### src/rtl/pic_vec_pkg.sv
package pic_vec_pkg;
   typedef enum logic [3:0] {
      A_PEND   = 4'h0,
      A_ENABLE = 4'h1,
      A_MASKED = 4'h2,
      A_ROUTE  = 4'h3,
      A_SENSE  = 4'h4,
      A_MODE   = 4'h5,
      A_PRIO   = 4'h6,
      A_VBASE  = 4'h7,
      A_VECTOR = 4'h8
   } pic_addr_e;
endpackage

### src/rtl/pic_sync.sv
module pic_sync #(
   parameter int W      = 32,
   parameter int STAGES = 2
) (
   input  logic         clk,
   input  logic         rst_n,
   input  logic [W-1:0] d,
   output logic [W-1:0] q
);
   logic [W-1:0] chain [STAGES];

   always_ff @(posedge clk or negedge rst_n) begin
      if (!rst_n) begin
         for (int i = 0; i < STAGES; i++) chain[i] <= '0;
      end else begin
         chain[0] <= d;
         for (int i = 1; i < STAGES; i++) chain[i] <= chain[i-1];
      end
   end

   assign q = chain[STAGES-1];
endmodule

### src/rtl/pic_status.sv
module pic_status #(
   parameter int N = 32
) (
   input  logic         clk,
   input  logic         rst_n,
   input  logic [N-1:0] req,
   input  logic [N-1:0] sense,
   input  logic [N-1:0] edge_mode,
   input  logic [N-1:0] clr,
   output logic [N-1:0] status
);
   logic [N-1:0] prev_q;
   logic [N-1:0] hit, lvl, nxt;

   always_comb begin
      hit = (sense & req & ~prev_q) | (~sense & ~req & prev_q);
      lvl = ~(req ^ sense);
      nxt = (edge_mode & ((status & ~clr) | hit)) | (~edge_mode & lvl);
   end

   always_ff @(posedge clk or negedge rst_n) begin
      if (!rst_n) begin
         prev_q <= '0;
         status <= '0;
      end else begin
         prev_q <= req;
         status <= nxt;
      end
   end
endmodule

### src/rtl/pic_prio.sv
module pic_prio #(
   parameter int N    = 32,
   parameter int IDXW = 5
) (
   input  logic [N-1:0]    req,
   input  logic            msb_first,
   output logic [IDXW-1:0] idx,
   output logic            any
);
   always_comb begin
      idx = '0;
      any = |req;
      if (msb_first) begin
         for (int i = 0; i < N; i++) if (req[i]) idx = IDXW'(i);
      end else begin
         for (int i = N - 1; i >= 0; i--) if (req[i]) idx = IDXW'(i);
      end
   end
endmodule

### src/rtl/pic_vec_ctrl.sv
module pic_vec_ctrl #(
   parameter int N           = 32,
   parameter int DW          = 32,
   parameter int AW          = 4,
   parameter int SYNC_STAGES = 2,
   parameter int VEC_SHIFT   = 9
) (
   input  logic          clk,
   input  logic          rst_n,
   input  logic [N-1:0]  irq_in,
   input  logic          reg_wr,
   input  logic          reg_rd,
   input  logic [AW-1:0] reg_addr,
   input  logic [DW-1:0] reg_wdata,
   output logic [DW-1:0] reg_rdata,
   output logic          irq_crit,
   output logic          irq_noncrit
);
   import pic_vec_pkg::*;

   localparam int IDXW = (N > 1) ? $clog2(N) : 1;

   generate
      if (N < 1 || N > DW) begin : g_bad_n
         $error("pic_vec_ctrl: N must lie in 1..DW");
      end
      if (SYNC_STAGES < 2) begin : g_bad_sync
         $error("pic_vec_ctrl: at least two synchroniser stages required");
      end
      if (VEC_SHIFT + IDXW > DW) begin : g_bad_shift
         $error("pic_vec_ctrl: vector offset exceeds data width");
      end
      if (AW < 4) begin : g_bad_aw
         $error("pic_vec_ctrl: address too narrow for the map");
      end
   endgenerate

   logic [N-1:0]    req_s, status, masked, crit_pend;
   logic [N-1:0]    en_q, route_q, sense_q, mode_q, clr;
   logic            prio_msb_q;
   logic [DW-1:0]   base_q, vec;
   logic [IDXW-1:0] win_idx;
   logic            win_any;
   logic [DW-1:0]   rd_mux;

   pic_sync #(.W(N), .STAGES(SYNC_STAGES)) u_sync (
      .clk(clk), .rst_n(rst_n), .d(irq_in), .q(req_s));

   assign clr = (reg_wr && reg_addr == A_PEND) ? reg_wdata[N-1:0] : '0;

   pic_status #(.N(N)) u_status (
      .clk(clk), .rst_n(rst_n), .req(req_s), .sense(sense_q),
      .edge_mode(mode_q), .clr(clr), .status(status));

   assign masked    = status & en_q;
   assign crit_pend = masked & route_q;

   pic_prio #(.N(N), .IDXW(IDXW)) u_prio (
      .req(crit_pend), .msb_first(prio_msb_q), .idx(win_idx), .any(win_any));

   assign vec = win_any ? base_q + (DW'(win_idx) << VEC_SHIFT) : base_q;

   always_ff @(posedge clk or negedge rst_n) begin
      if (!rst_n) begin
         en_q       <= '0;
         route_q    <= '0;
         sense_q    <= '1;
         mode_q     <= '0;
         prio_msb_q <= 1'b0;
         base_q     <= '0;
      end else if (reg_wr) begin
         case (reg_addr)
            A_ENABLE: en_q       <= reg_wdata[N-1:0];
            A_ROUTE:  route_q    <= reg_wdata[N-1:0];
            A_SENSE:  sense_q    <= reg_wdata[N-1:0];
            A_MODE:   mode_q     <= reg_wdata[N-1:0];
            A_PRIO:   prio_msb_q <= reg_wdata[0];
            A_VBASE:  base_q     <= reg_wdata;
            default: ;
         endcase
      end
   end

   always_comb begin
      case (reg_addr)
         A_PEND:   rd_mux = DW'(status);
         A_ENABLE: rd_mux = DW'(en_q);
         A_MASKED: rd_mux = DW'(masked);
         A_ROUTE:  rd_mux = DW'(route_q);
         A_SENSE:  rd_mux = DW'(sense_q);
         A_MODE:   rd_mux = DW'(mode_q);
         A_PRIO:   rd_mux = DW'(prio_msb_q);
         A_VBASE:  rd_mux = base_q;
         A_VECTOR: rd_mux = vec;
         default:  rd_mux = '0;
      endcase
   end

   always_ff @(posedge clk or negedge rst_n) begin
      if (!rst_n) begin
         reg_rdata   <= '0;
         irq_crit    <= 1'b0;
         irq_noncrit <= 1'b0;
      end else begin
         if (reg_rd) reg_rdata <= rd_mux;
         irq_crit    <= |crit_pend;
         irq_noncrit <= |(masked & ~route_q);
      end
   end
endmodule

### config.mk
export PLATFORM = sky130hd
export DESIGN_NAME = pic_vec_ctrl
export DESIGN_NICKNAME = d
export VERILOG_FILES = /design/src/rtl/pic_vec_pkg.sv /design/src/rtl/pic_sync.sv /design/src/rtl/pic_status.sv /design/src/rtl/pic_prio.sv /design/src/rtl/pic_vec_ctrl.sv
export SDC_FILE = /design/constraint.sdc
export NUM_CORES = 1
export LEC_CHECK = 0
export CORE_MARGIN = 2
export CORE_UTILIZATION = 30
export CTS_CLUSTER_DIAMETER = 100
export DETAILED_ROUTE_END_ITERATION = 7
export SETUP_SLACK_MARGIN = 0.02
export SYNTH_ARGS = -nofsm -noshare
export SYNTH_HDL_FRONTEND = slang
export SYNTH_SLANG_ARGS = --single-unit
### constraint.sdc
create_clock -name clk -period 4.7 [get_ports clk]
set_input_delay 0.47 -clock clk [delete_from_list [all_inputs] [get_ports clk]]
set_output_delay 0.47 -clock clk [all_outputs]
set_load 0.05 [all_outputs]
==> results.md <==
- FFs w/ async S/R, synth: 1.00
- Antenna violations before repair: 0
- Drt initial violations: 1,083
- RR Endpoint: reg_rdata[19]$_DFFE_PN0P_
- Antenna diodes: 0
- Setup bufs post-CTS: 0
- Compound-cell area share of the yosys netlist: 0.140
- P_leak: between 8 and 9 nW
- Crit path to: reg_rdata[19]$_DFFE_PN0P_
- HP Class: primary input to async pin
- Port-buffer cells: 105
- Rows: 84
- Final net count: 1,598
- Clock root buffer master: clkbuf_16
- Mapped Area: about 16,000 um^2
- DRC: 0
- Mapped Avg Cell Area: 11.9 um^2
- Required time of the critical path: 5.12 ns
- Top cell type's share of synthesized area: 0.460
- Final period util: 0.816
- Sink Count: 323
- Leading post-synthesis cells by cell area: dfrtp_1 46%, mux2_2 12%, ha_1 5.5%
- Core Util, Final: 0.364
- WL per Instance: 22.5 um
- Post-Synth XOR/XNOR Area: 0.00996
- Mapped Cells: 1,336
- Register area share after synthesis: 0.513
- Synthesized Nets: 1,479
- Cell Area, Placed: 17,800 um^2
- Fmax: 0.261 GHz
- CP arrival: between 4 and 5 ns
- CTS tree: built
- VDD IR max: 249 uV
- Reg2reg start: route_q[22]$_DFFE_PN0P_
- Number of fill cells: slightly above 5,000
- Tmin final: around 3.8 ns
- Post-synth EDFFs: 0
- DIE AREA: between 50,000 and 60,000 um^2
- Yosys reg bits: between 300 and 400
- YS warnings: 0
- Crit Path Max Fanout: 7
- Detailed Place HPWL: 33,200 um
- Worst path max stage delay: 0.81 ns
- Clk Latency, worst-skew pair: 0.56 ns
- R2R Setup Slk: ~0.86 ns
- Initial Utilization: 0.303
- Commonest non-fill, non-tap cell in the layout: dfrtp_1
- Worst r2r path cells: 14
- Worst slew margin: 0.271
- Fin Hold WS: -0.000418 ns
- CP Class: flop to flop
- CP max-delay cell: o2111ai_1
- Cell Chain, Critical Path: nand3_1 -> a21boi_0 -> o2111ai_1 -> o21ai_0 -> a21oi_1 -> o22ai_1 -> ha_1 -> fa_1 -> nand3_1 -> a21boi_1 -> o2111ai_1 -> a211oi_1 -> xnor2_1 -> o21ai_1
- Die width: 234 um
- Largest net degree at the start of global routing: 119
- Worst setup EP type: flop
- Final Skew: slightly above 0.02 ns
- All-layer global routing usage: 0.180
- H-tree levels: 2
- Failing checks: negative hold slack
- Synth Area in Adders: 0.0566
- Main synth FF type: dfrtp_1
- CTS Hold Buffers Added: 0
- CTS clk-pin slew, worst paths: 0.06 ns
- First drt pass iteration count: 7
- Vias in the first global route: approximately 12,000
- Setup-failing EPs final: 0
- Post-synthesis mux area share: 0.144
- Final hold violations: 1
- Setup TNS: 0 ns
- Total gr overflow: 0
- RSZ-0062 raised after global routing: false
- Simple-Gate Fraction of Synth Area: 0.102
- Outcome: finished, violations left
- Cell area power density: between 400 and 500 nW/um^2
- Final Cell Area: about 19,000 um^2
- Most frequent cells in the layout: 291 x dfrtp_1, 163 x mux2_2, 114 x nand2_1
- Max_cap viols: 0
- CTS Buffer Depth: 3
- Worst slew pin tran: around 1.1 ns
- Fin. max-slew vios: 0
- Syn-to-layout area delta: 20.3%
- Vias: 11,800
- Global-route wire length before repair: 74,500 um
- Vias per inst: 5.42
- CP startpoint kind: flop
- Die height: 234 um
- CP Launch Point: route_q[22]$_DFFE_PN0P_
- Count of different cell masters after synthesis: 70
- Routability cong.: 0.938
- WL final: between 40,000 and 50,000 um
- Cell taking the most area after synthesis: dfrtp_1
- I/O pins: 106
- Share of cells above drive strength 1: 0.217
- Routed Antenna Nets: 0
- Total CTS buffers: 38
- Largest family of logic cells by synthesized area: multiplexers
- Core area: 52,300 um^2
- CTS resizes: 0
==> area by class of cell <==
cell class              count  area, um^2  area share
clock inverters            11         141     0.00742
flip-flops and latches    323        8120       0.426
inverters                  72         270      0.0142
multi-input cells         886        7180       0.377
repair buffers            134        1320      0.0695
clock buffers              58        1150      0.0602
well taps                 688         861      0.0452
==> stage by stage <==
step	total power [mW]	hold slack, ns	worst slack, ns	std cells
after floorplan	5.53	0.174	1.51	1336
after global placement	6.42	0.333	0.894	2103
after detailed placement	6.48	0.335	0.903	2103
after CTS	9.58	0.0756	0.873	2172
after global routing	9.99	0.106	0.515	2172
final	9.51	-0.000418	0.863	2172
==> routing by layer <==
metal | global-route usage | vias to the layer above | part of all wire
met5 | 0 | - | 0
met4 | 0.0639 | 0 | 0.030
li1 | - | 5220 | -
met1 | 0.239 | 6015 | 0.43
met3 | 0.0266 | 97 | 0.058
met2 | 0.299 | 433 | 0.48
==> report_power, final <==
part           switching [mW]  leakage, nW  internal [mW]
sequential              0.703         3.85           3.35
clock                    1.18        0.638           1.85
combinational            1.34         3.81           1.08
total                    3.22         8.30           6.28
==> sequential cells by signal (all words and copies together), names as in the netlist <==
register and count:
mode_q 32, en_q 32, irq_crit 1, u_status.prev_q 32, prio_msb_q 1, u_sync.q 32
route_q 32, u_status.status 32, irq_noncrit 1, reg_rdata 32, base_q 32, u_sync.chain 32
sense_q 32
==> synth_stat cells (27+ instances only) <==
cell type and count:
nor2b_1 36, dfstp_2 32, a221oi_1 42, o21ai_0 27, ha_1 70, nand2_1 114, mux2i_1 38, buf_2 29
dfrtp_1 291, inv_1 72, nand3_1 34, a21oi_1 36, mux2_2 163, a22oi_1 45, a21o_1 28
==> critical path, delay by kind of cell, from the launching register on <==
kind,cells,cell delay (ns)
adders and majority gates,2,0.70
AOI/OAI and AO/OA,9,1.94
and+or+nand+nor,2,0.40
DFF,1,0.48
xor gates and xnor gates,1,0.20
==> cell families after synthesis <==
family | Yosys count
buf+inv | 127
xor+xnor | 18
simple gates | 286
compound gates | 305
fa+ha+maj | 71
mux | 206
flops | 323
==> worst min path at each step <==
stage                                from                         end  slack, ns  cells past startpoint
6_report                            rst_n      u_sync.q[30]$_DFF_PN0_    -0.0004                      1
5_1_grt                             rst_n  u_sync.chain[62]$_DFF_PN0_       0.11                      1
4_1_cts                             rst_n          irq_crit$_DFF_PN0_       0.08                      1
3_5_place_dp   u_sync.chain[43]$_DFF_PN0_      u_sync.q[11]$_DFF_PN0_       0.33                      0
3_3_place_gp   u_sync.chain[40]$_DFF_PN0_       u_sync.q[8]$_DFF_PN0_       0.33                      0
2_1_floorplan                       rst_n       base_q[0]$_DFFE_PN0P_       0.17                      0
Note: power is estimated with default switching activity, not from simulation.
